===== src/rtl/dma_addr_seq.sv =====
module dma_addr_seq #(
  parameter int AW = 16,
  parameter int CW = 16
) (
  input  logic                              clk,
  input  logic                              rst_n,
  input  logic                              wr_en,
  input  logic [2:0]                        wr_sel,
  input  logic [((AW > CW) ? AW : CW)-1:0]  wr_data,
  input  logic                              xfer_done,
  output logic [AW-1:0]                     src_addr,
  output logic [AW-1:0]                     dst_addr,
  output logic [CW-1:0]                     src_left,
  output logic [CW-1:0]                     dst_left,
  output logic [1:0]                        src_region,
  output logic                              src_reload,
  output logic                              dst_reload,
  output logic                              trig_en
);

  localparam logic [CW-1:0] ONE = CW'(1);

  logic [7:0]    ctl;
  logic [AW-1:0] s_start, d_start;
  logic [CW-1:0] s_size, d_size;

  wire [1:0] s_mode = ctl[2:1];
  wire [1:0] d_mode = ctl[7:6];
  wire       s_stop = ctl[0];
  wire       d_stop = ctl[5];

  wire go     = xfer_done && trig_en && !wr_en;
  wire s_wrap = src_left <= ONE;
  wire d_wrap = dst_left <= ONE;

  function automatic logic [AW-1:0] step(input logic [AW-1:0] p, input logic [1:0] m);
    case (m)
      2'b01:   step = p + AW'(1);
      2'b10:   step = p - AW'(1);
      default: step = p;
    endcase
  endfunction

  assign src_region = ctl[4] ? 2'b10 : {1'b0, ctl[3]};

  always_ff @(posedge clk or negedge rst_n) begin
    if (!rst_n) begin
      ctl        <= '0;
      s_start    <= '0;
      d_start    <= '0;
      s_size     <= '0;
      d_size     <= '0;
      src_addr   <= '0;
      dst_addr   <= '0;
      src_left   <= '0;
      dst_left   <= '0;
      src_reload <= 1'b0;
      dst_reload <= 1'b0;
      trig_en    <= 1'b0;
    end else begin
      src_reload <= 1'b0;
      dst_reload <= 1'b0;
      if (wr_en) begin
        case (wr_sel)
          3'd0: ctl <= wr_data[7:0];
          3'd1: begin
            s_start  <= wr_data[AW-1:0];
            src_addr <= wr_data[AW-1:0];
            src_left <= s_size;
          end
          3'd2: begin
            d_start  <= wr_data[AW-1:0];
            dst_addr <= wr_data[AW-1:0];
            dst_left <= d_size;
          end
          3'd3: begin
            s_size   <= wr_data[CW-1:0];
            src_addr <= s_start;
            src_left <= wr_data[CW-1:0];
          end
          3'd4: begin
            d_size   <= wr_data[CW-1:0];
            dst_addr <= d_start;
            dst_left <= wr_data[CW-1:0];
          end
          3'd5: trig_en <= wr_data[0];
          default: ;
        endcase
      end else if (go) begin
        if (s_wrap) begin
          src_addr   <= s_start;
          src_left   <= s_size;
          src_reload <= 1'b1;
        end else begin
          src_addr <= step(src_addr, s_mode);
          src_left <= src_left - ONE;
        end
        if (d_wrap) begin
          dst_addr   <= d_start;
          dst_left   <= d_size;
          dst_reload <= 1'b1;
        end else begin
          dst_addr <= step(dst_addr, d_mode);
          dst_left <= dst_left - ONE;
        end
        if ((s_wrap && s_stop) || (d_wrap && d_stop)) trig_en <= 1'b0;
      end
    end
  end

  assert_reload_lands_R5: assert property (@(posedge clk) disable iff (!rst_n)
    src_reload |-> (src_addr == s_start && src_left == s_size));
  assert_dst_reload_lands_R5: assert property (@(posedge clk) disable iff (!rst_n)
    dst_reload |-> (dst_addr == d_start && dst_left == d_size));
  assert_flag_after_xfer_R6: assert property (@(posedge clk) disable iff (!rst_n)
    (src_reload || dst_reload) |-> $past(xfer_done));
  assert_stop_clears_R7: assert property (@(posedge clk) disable iff (!rst_n)
    ((src_reload && s_stop) || (dst_reload && d_stop)) |-> !trig_en);
  assert_hold_mode_R3: assert property (@(posedge clk) disable iff (!rst_n)
    (go && !s_wrap && s_mode[0] == s_mode[1]) |=> $stable(src_addr));
  assert_idle_R10: assert property (@(posedge clk) disable iff (!rst_n)
    (!trig_en && !wr_en) |=> ($stable(src_addr) && $stable(dst_addr) &&
                              $stable(src_left) && $stable(dst_left) && !src_reload && !dst_reload));
  assert_region_code_R8: assert property (@(posedge clk) disable iff (!rst_n)
    src_region != 2'b11);

endmodule


===== config.mk =====
export PLATFORM = sky130hd
export DESIGN_NAME = dma_addr_seq
export DESIGN_NICKNAME = d
export VERILOG_FILES = /design/src/rtl/dma_addr_seq.sv
export SDC_FILE = /design/constraint.sdc
export NUM_CORES = 1
export LEC_CHECK = 0
export ABC_AREA = 0
export BUFFER_PORTS_ARGS = -buffer_cell sky130_fd_sc_hd__buf_2
export CORE_ASPECT_RATIO = 2
export CORE_MARGIN = 3
export CORE_UTILIZATION = 36
export CTS_CLUSTER_DIAMETER = 50
export CTS_CLUSTER_SIZE = 12
export DETAILED_ROUTE_END_ITERATION = 8
export GPL_TIMING_DRIVEN = 0
export RECOVER_POWER = 100
export SETUP_SLACK_MARGIN = 0.3
export SYNTH_ARGS = -nofsm -noshare
export SYNTH_HDL_FRONTEND = slang
export SYNTH_SLANG_ARGS = --single-unit

===== constraint.sdc =====
create_clock -name clk -period 3.7 [get_ports clk]
set_clock_uncertainty 0.05 [all_clocks]
set_input_delay 0.37 -clock clk [delete_from_list [all_inputs] [get_ports clk]]
set_output_delay 0.37 -clock clk [all_outputs]
set_load 0.005 [all_outputs]

Yosys cells after proc, flatten, opt, wreduce, memory -nomap -nowiden
Cells that the tools add are included.
Widths: inputs -> output; s select.

word-level totals
  bits of input ports = 23
  register bits = 139
  word-level logic and storage cells = 82

cells by class
  equal/unequal tests = 12
  add/sub/neg operators = 6
  mux-type cells = 29
  reduce and logical (&&, ||, !) cells = 21
  magnitude comparators = 2

operators by type and width
  operator               count
  $mux 16                12
  $pmux 16 s2            6
  $sub 16x1->16 const B  4
  $add 16x1->16 const B  2
  $le 16x1->1 const B    2
  $reduce_and 2->1       7
  $mux 1                 10
  $reduce_and 3->1       3
  $reduce_bool 4->1      2
  $eq 3x2->1 const B     2
  $eq 3x3->1 const B     2
  $ne 3x1->1 const B     2
  $eq 2x1->1 const B     2
  $eq 2x2->1 const B     2
  $logic_and 1x1->1      4
  $reduce_bool 2->1      2
  $eq 3x1->1 const B     1
  $logic_not 3->1        1
  $mux 2                 1
  $ne 2x1->1 const B     1
  $logic_not 1->1        1
  $logic_or 1x1->1       1

Longest topological paths before layout
Gate-level depths: netlist of run 1.

  word-level depth = 6
  depth in mapped cells = 15
  gate-level depth less buffers = 11

Least setup slack after synthesis of run 1
OpenSTA, ideal clock, no wires.

  path type = reg-to-reg
  start = reg ctl[1]
  end = reg src_addr[14]
  arrival = 3225 ps
  stages on the path, launching flop included = 16
  clock period less this slack = 3413 ps
  buffers on the path = 4
  setup slack = 287 ps
  path through = dfrtp_1 -> inv_1 -> ha_1 -> clkbuf_1 -> clkbuf_1 -> buf_1 -> buf_2 -> xor2_1 -> ha_1 -> nor3b_1 -> o21ai_0 -> a31oi_1 -> o31ai_1 -> xnor2_1 -> o211a_1 -> o22ai_1

on the way
  word-level cells in the longest chain between the ends = 5
  elaborated cells on any way between the ends = 8

ends and longest elaborated chain
  element                                          line  text
  from (decl)                                      23    logic [7:0] ctl;
  from (signal assigned)                           65    3'd0: ctl <= wr_data[7:0];
  $eq 2x2->1 / $eq 2x1->1 (equally long branches)  37    case (m)
  $pmux 16 s2                                      37
  $mux 16                                          90    if (s_wrap) begin
  $mux 16                                          89    end else if (go) begin
  $mux 16                                          63    if (wr_en) begin
  to (signal assigned)                             68    src_addr <= wr_data[AW-1:0];
  to (signal assigned)                             91    src_addr <= s_start;
  to (signal assigned)                             95    src_addr <= step(src_addr, s_mode);
  to (decl)                                        11    output logic [AW-1:0] src_addr,

Several ways; a longest one is shown, not always the timed one. The select of a mux whose other input is x is not followed.
A chain may end at the register's enable or synchronous reset.

Final worst setup path of run 1
  start = reg ctl[1]
  end = reg src_addr[6]

The elaborated chain is that of the path after synthesis.

==> impl_metrics.py, run 1 <==
metrics = {
    "logic_synthesis": {
        "synth_top_cell_area_share": 0.355,
        "async_reset_ff_frac": 1.00,
        "ys_top_cells_by_area": "dfrtp_1 (35%), mux2_2 (7.8%), nand2_1 (5.2%)",
        "yosys-top-cells-count": "dfrtp_1 (139), nand2_1 (136), nor2_1 (91)",
        "synth_ff_type": "dfrtp_1",
        "yosys_warnings": 0,
        "syn_inst": 1152,
        "synth.most_common_cell": "dfrtp_1",
        "synth_top_cell_by_area": "dfrtp_1",
        "yosysUniqueCellTypes": 82,
        "synth_fp_nets": 1185,
        "netlist_area_sq_mm": 0.00980,
        "ys_ff_latch": 139,
        "ys_seq_area_frac": 0.355,
        "avgSynthCellArea_sq_um": 8.51,
        "synth_edf_count": 0,
    },
    "global_routing": {
        "antenna_found_initial": 0,
        "grt_max_degree": 89,
        "grt_pass1_vias": 9388,
        "grt_util_all_layers": 0.251,
        "grt_pass1_wl_microns": 55600,
        "grt-ovfl-total": 0,
    },
    "power_and_ir_drop": {
        "powerDensity_mw_per_mm2": 671,
        "power_leakage_nw": 4.46,
        "max-vdd-ir-drop_uv": 353,
    },
    "clock_tree": {
        "htreeDepth": 4,
        "cts_buffers": 17,
        "clk_latency_ns": 0.44,
        "clock_path_buffers": 2,
        "path_clk_slew_ns": 0.06,
        "root_buffer": "clkbuf_16",
        "cts.sinks": 139,
        "cts_tree": "yes",
    },
    "floorplanning": {
        "core_sq_mm": 0.0266,
        "start_util": 0.368,
        "die_area_sq_mm": 0.0294,
        "rows": 84,
        "die-height_microns": 239,
        "io_pins": 92,
        "die_x_microns": 123,
    },
    "sta": {
        "slew_headroom": -0.727,
        "holdWs_ns": 0.277,
        "tightest_slew_ns": 2.59,
        "setup_ws_ns": 0.242,
        "period_minus_slack_ns": 3.46,
        "finalHoldViolCount": 0,
        "slew_violations": 71,
        "setup_tns_ns": 0,
        "period_share": 0.935,
        "grt_setup_unrepaired": "no",
        "setup-violations-final": 0,
        "fmax_mhz": 289,
    },
    "detailed_routing": {
        "drt_iter0_markers": 743,
        "wire_per_inst_microns": 22.8,
        "finalWirelength_microns": 37000,
        "vias_per_cell": 5.99,
        "drt.antenna.violating_nets": 0,
        "drt_first_pass_iters": 5,
        "drc": 0,
        "vias": 9705,
    },
    "placed_design": {
        "gp_congestion": 0.945,
        "post-dp-hpwl_microns": 27600,
        "port_buffers": 88,
        "dp_slack_ns": -0.758,
        "dp_cells": 1585,
    },
    "critical_path": {
        "cp.arrival_ns": 3.70,
        "crit_fanout": 10,
        "r2r-start": "ctl[1]",
        "r2r_slack_ns": 0.24,
        "cp.required_ns": 3.94,
        "r2r_cells": 14,
        "path_class": "register to register",
        "rr_endpoint": "src_addr[6]",
        "crit_end": "src_addr[6]",
        "cp-end-kind": "register",
        "start_kind": "register",
        "crit_path_start": "ctl[1]",
    },
    "cells_and_area": {
        "final_util": 0.428,
        "nets": 1296,
        "antenna_cells": 0,
        "layout.cells.non_filler": 1619,
        "drive_above_1_share": 0.155,
        "syn2layout_area_growth_pct": 16.1,
        "nFillCells": 2685,
    },
    "job": {
        "maxCapViolations": 3,
    },
    "outcome": {
        "violations": "max-capacitance violations, max-slew violations",
        "status": "complete, but fails checks",
    },
    "hold_path": {
        "hp-class": "input port to register",
    },
}
## registers in the layout (all words and copies together) (netlist names)
register / count
src_reload: 1
dst_addr: 16
s_start: 16
src_left: 16
dst_reload: 1
d_start: 16
ctl: 8
d_size: 16
s_size: 16
dst_left: 16
src_addr: 16
trig_en: 1
## repair_timing
action	CTS	global route
endpoints found under the hold margin	51	0
setup buffers	1	1
hold buffers	1	0
resized for setup	26	19
endpoints found under the setup margin	14	13
pin swaps	2	3
## logic make-up (layout without fill, tap and decap cells)
kind of cell               count (synthesis)  count (layout)  share of synthesized area
AOI/OAI and AO/OA                        331             331                      0.222
xor gates and xnor gates                  43              43                     0.0384
adders and majority gates                 10              10                     0.0128
buffers and inverters                    124             247                     0.0510
DFF                                      139             139                      0.355
muxes                                    108             108                      0.121
and+or+nand+nor                          397             397                      0.201
## placed cells by master, fill, tap and decap left out, drive strengths merged, types with 14 or more instances in the layout
cell	instances
nor2b	14
o21ai	69
nand3	37
nor3	32
inv	29
xnor2	32
buf	69
mux2	81
a211oi	22
clkbuf	136
nor2	92
a21oi	89
nor4	21
dfrtp	139
mux2i	27
nand2	136
a31oi	25
## critical path, cell delays in order, from the launching register on
cell	delay, ns
dfrtp_1	0.37
inv_1	0.14
ha_4	0.18
clkbuf_8	0.17
buf_6	0.15
buf_6	0.16
buf_6	0.17
xor2_1	0.09
ha_2	0.22
nor3b_2	0.16
o21ai_2	0.25
nand3_1	0.18
a211oi_1	0.54
a31oi_1	0.16
o22a_1	0.30
## layout make-up
type / instances / area [sq um] / area share
buffer: 97 / 438 / 0.0385
clock buffer: 18 / 439 / 0.0386
clock inverter: 13 / 141 / 0.0124
inverter: 27 / 101 / 0.00891
multi-input combinational: 889 / 5890 / 0.518
sequential: 139 / 3480 / 0.306
tap: 344 / 430 / 0.0378
timing repair buffer: 92 / 454 / 0.0399
## how the worst min path moves through the flow
stage	to	slack [ns]	start	depth (start not counted)
after floorplan	ctl[0]	0.02	rst_n	0
after global placement	s_size[4]	0.40	s_size[4]	2
after detailed placement	dst_addr[12]	0.32	rst_n	1
after CTS	d_start[9]	0.26	wr_data[9]	2
after global routing	s_size[9]	0.28	wr_data[9]	2
final	d_start[9]	0.28	wr_data[9]	2
## stage by stage
stage | instance area [sq um] | power [mW]
6_report | 11400 | 7.64
3_3_place_gp | 10700 | 5.81
4_1_cts | 11400 | 7.65
3_5_place_dp | 10700 | 5.85
5_1_grt | 11400 | 8.11
2_1_floorplan | 9800 | 4.61
## power breakdown
| part | internal [mW] | switching (mW) | leakage [nW] |
|---|---|---|---|
| logic | 1.35 | 2.01 | 2.51 |
| clock network | 1.01 | 0.722 | 0.279 |
| registers | 1.99 | 0.561 | 1.67 |
## metal layers
metal,global-route usage,vias up,wire [microns]
met1,0.263,4737,12900
met2,0.455,400,19600
met4,0.168,0,2660
met3,0.0359,119,1760
li1,-,4449,-
met5,0,-,0
No activity file was read; power rests on OpenSTA's default activity.
==> run 2: changes to the inputs <==
- ABC_AREA: 0 -> 1
==> run 2 against run 1 <==
  * The run still ends with max-capacitance violations, max-slew violations left
  * Final cell count increased by 16%
  * Clock power decreased by 5%
  * Global-route usage increased by 0.061 points
  * Fmax increased by 14%
  * Combinational power decreased by 1%
  * First-iteration DRC count increased by 6.9%
  * Register-to-register slack improved by 0.42 ns
  * Die area decreased by 3.8%
  * Area after synthesis decreased by 4.0%
  * Non-clock buffer count decreased by 42
  * Core utilization decreased by 0.89 points
==> impl_metrics.py, run 2 <==
metrics = {
    "clock_tree": {
        "root_buffer": "clkbuf_16",
        "path_clk_slew_ns": 0.06,
        "htreeDepth": 4,
        "post_cts_buffers": 0,
        "clk_latency_ns": 0.44,
        "cts.sinks": 139,
        "cts_tree": "yes",
        "cts_buffers": 17,
        "clock_path_buffers": 2,
    },
    "floorplanning": {
        "die-height_microns": 235,
        "core_sq_mm": 0.0258,
        "start_util": 0.365,
        "io_pins": 92,
        "rows": 83,
        "die_area_sq_mm": 0.0282,
        "die_x_microns": 120,
    },
    "critical_path": {
        "r2r_slack_ns": 0.66,
        "r2r_cells": 13,
        "cp.arrival_ns": 3.33,
        "critical_path.cell_chain": "inv_1 -> ha_1 -> inv_1 -> a211oi_1 -> nand2_1 -> inv_1 -> nor2_1 -> nand2_1 -> nand2_1 -> clkbuf_1 -> buf_6 -> nor2_1 -> a22oi_1",
        "path_class": "register to register",
        "cp-end-kind": "register",
        "start_kind": "register",
        "crit_path_start": "dst_left[0]",
        "cp.required_ns": 3.99,
        "crit_fanout": 10,
        "rr_endpoint": "dst_addr[4]",
        "r2r-start": "dst_left[0]",
        "crit_end": "dst_addr[4]",
        "cpMaxStageDelayCell": "dfrtp_1",
        "worst_path_largest_cell_delay_ns": 0.44,
    },
    "detailed_routing": {
        "highest_layer": "met4",
        "drt.antenna.violating_nets": 0,
        "wl_met1_microns": 12700,
        "wl_met3_microns": 1280,
        "drc": 0,
        "vias": 9933,
        "vias_per_cell": 5.27,
        "wl_met2_microns": 19200,
        "wire_per_inst_microns": 18.9,
        "drt_first_pass_iters": 6,
        "finalWirelength_microns": 35500,
        "drt_iter0_markers": 794,
    },
    "global_routing": {
        "antenna_found_initial": 0,
        "grt_pass1_vias": 9867,
        "grt_max_degree": 85,
        "grt-ovfl-total": 0,
        "grt_pass1_wl_microns": 54900,
        "grt_util_all_layers": 0.252,
    },
    "outcome": {
        "violations": "max-capacitance violations, max-slew violations",
        "status": "complete, but fails checks",
    },
    "placed_design": {
        "post-dp-hpwl_microns": 28000,
        "port_buffers": 91,
        "dp_slack_ns": 1.01,
        "gp_congestion": 0.947,
    },
    "logic_synthesis": {
        "yosys-top-cells-count": "nand2_1 (392), inv_1 (175), nor2_1 (170)",
        "ys_seq_area_frac": 0.370,
        "synth_top_cell_by_area": "dfrtp_1",
        "synth_fp_nets": 1453,
        "synth_ff_type": "dfrtp_1",
        "ys_top_cells_by_area": "dfrtp_1 (37%), nand2_1 (16%), o21ai_0 (8.1%)",
        "syn_inst": 1420,
        "ys_ff_latch": 139,
        "yosys_warnings": 0,
        "synth_top_cell_area_share": 0.370,
        "synth.most_common_cell": "nand2_1",
        "async_reset_ff_frac": 1.00,
        "avgSynthCellArea_sq_um": 6.63,
        "yosysUniqueCellTypes": 41,
        "synth_edf_count": 0,
        "netlist_area_sq_mm": 0.00941,
    },
    "power_and_ir_drop": {
        "p_switching_mw": 3.35,
        "p_total_mw": 7.46,
        "clkPwrFrac": 0.220,
        "intPower_mw": 4.11,
        "pwr-share-comb": 0.443,
        "power_frac_seq": 0.336,
        "swShare": 0.449,
        "max-vdd-ir-drop_uv": 358,
        "powerDensity_mw_per_mm2": 692,
        "power_leakage_nw": 5.44,
    },
    "cells_and_area": {
        "drive_above_1_share": 0.0835,
        "regArea_sq_mm": 0.00348,
        "multi_input_area_sq_mm": 0.00493,
        "antenna_cells": 0,
        "layout_common_cells": "nand2_1 (394), inv_1 (178), nor2_1 (174)",
        "nets": 1565,
        "nFillCells": 2821,
        "syn2layout_area_growth_pct": 14.6,
        "final_common_cell": "nand2_1",
    },
    "sta": {
        "setup-violations-final": 0,
        "period_minus_slack_ns": 3.04,
        "period_share": 0.822,
        "setup_ws_ns": 0.658,
        "setup_tns_ns": 0,
        "fmax_mhz": 329,
        "grt_setup_unrepaired": "no",
        "finalHoldViolCount": 0,
        "slew_headroom": -0.0200,
        "tightest_slew_ns": 1.53,
        "slew_violations": 56,
    },
    "hold_path": {
        "hp-class": "input port to register",
    },
    "job": {
        "maxCapViolations": 1,
    },
}
-- run 2: cell count changes after synthesis, moves of 16 or more --
cell	delta
o21ai_0	+118
a31oi_1	-16
a211oi_1	-22
nor3_1	-26
o21ai_1	-30
a22oi_1	+19
clkbuf_1	-46
nand3_1	+50
mux2i_1	-27
inv_1	+152
nor2_1	+79
mux2_2	-68
nand2_1	+256
xnor2_1	-27
-- run 2: area by class of cell --
cell class,count,share of cell area
Clock inverter,11,0.00916
Sequential cell,139,0.323
Multi-Input combinational cell,1041,0.457
Clock buffer,20,0.0414
Buffer,54,0.0226
Inverter,186,0.0650
Tap cell,340,0.0394
Timing Repair Buffer,93,0.0425
-- run 2: repair_timing --
action | 4_1_cts | 5_1_grt
resized for setup | 0 | 0
hold endpoints to repair | 55 | 0
endpoints found under the setup margin | 0 | 0
hold buffers | 1 | 0
-- run 2: cells by family after synthesis --
family,Yosys count,synth area share
compound gates,324,0.199
xor+xnor,17,0.0158
fa+ha+maj,10,0.0133
buf+inv,240,0.102
flops,139,0.370
simple gates,690,0.300
-- run 2: worst min path at each step --
stage / endpoint / slack [ns] / depth (start not counted) / start
after floorplan: ctl[0] / 0.02 / 0 / rst_n
final: s_size[3] / 0.20 / 3 / wr_data[3]
after global placement: s_size[5] / 0.41 / 2 / s_size[5]
after CTS: src_reload / 0.18 / 3 / xfer_done
after detailed placement: dst_left[10] / 0.32 / 1 / rst_n
after global routing: src_reload / 0.19 / 3 / xfer_done
-- run 2: per-layer routing --
layer,track usage,vias up
li1,-,4849
met1,0.257,4638
met4,0.153,0
met2,0.472,325
met5,0,-
met3,0.0366,121
-- run 2: critical path: cells and delay by family (launching register included) --
kind                     cells  cell delay (ns)
AND/OR/NAND/NOR              5             0.80
flip-flops                   1             0.44
AO/OA/AOI/OAI                2             0.26
buffers and inverters        5             1.12
adder cells (fa/ha/maj)      1             0.26
-- run 2: metrics by stage --
stage,util,hold WS (ns),cell area (sq um),cells
3_3_place_gp,0.400,0.409,10300,1851
6_report,0.419,0.200,10800,1884
5_1_grt,0.419,0.192,10800,1884
2_1_floorplan,-,0.0244,9410,1420
4_1_cts,0.422,0.177,10900,1884
3_5_place_dp,0.401,0.322,10300,1852
-- run 2: power groups by stage --
stage | combinational [mW] | sequential, mW | clock (mW)
2_1_floorplan | 2.27 | 2.39 | 0
3_3_place_gp | 3.30 | 2.52 | 0
3_5_place_dp | 3.33 | 2.52 | 0
4_1_cts | 3.35 | 2.50 | 1.66
5_1_grt | 3.77 | 2.57 | 1.71
6_report | 3.31 | 2.51 | 1.64
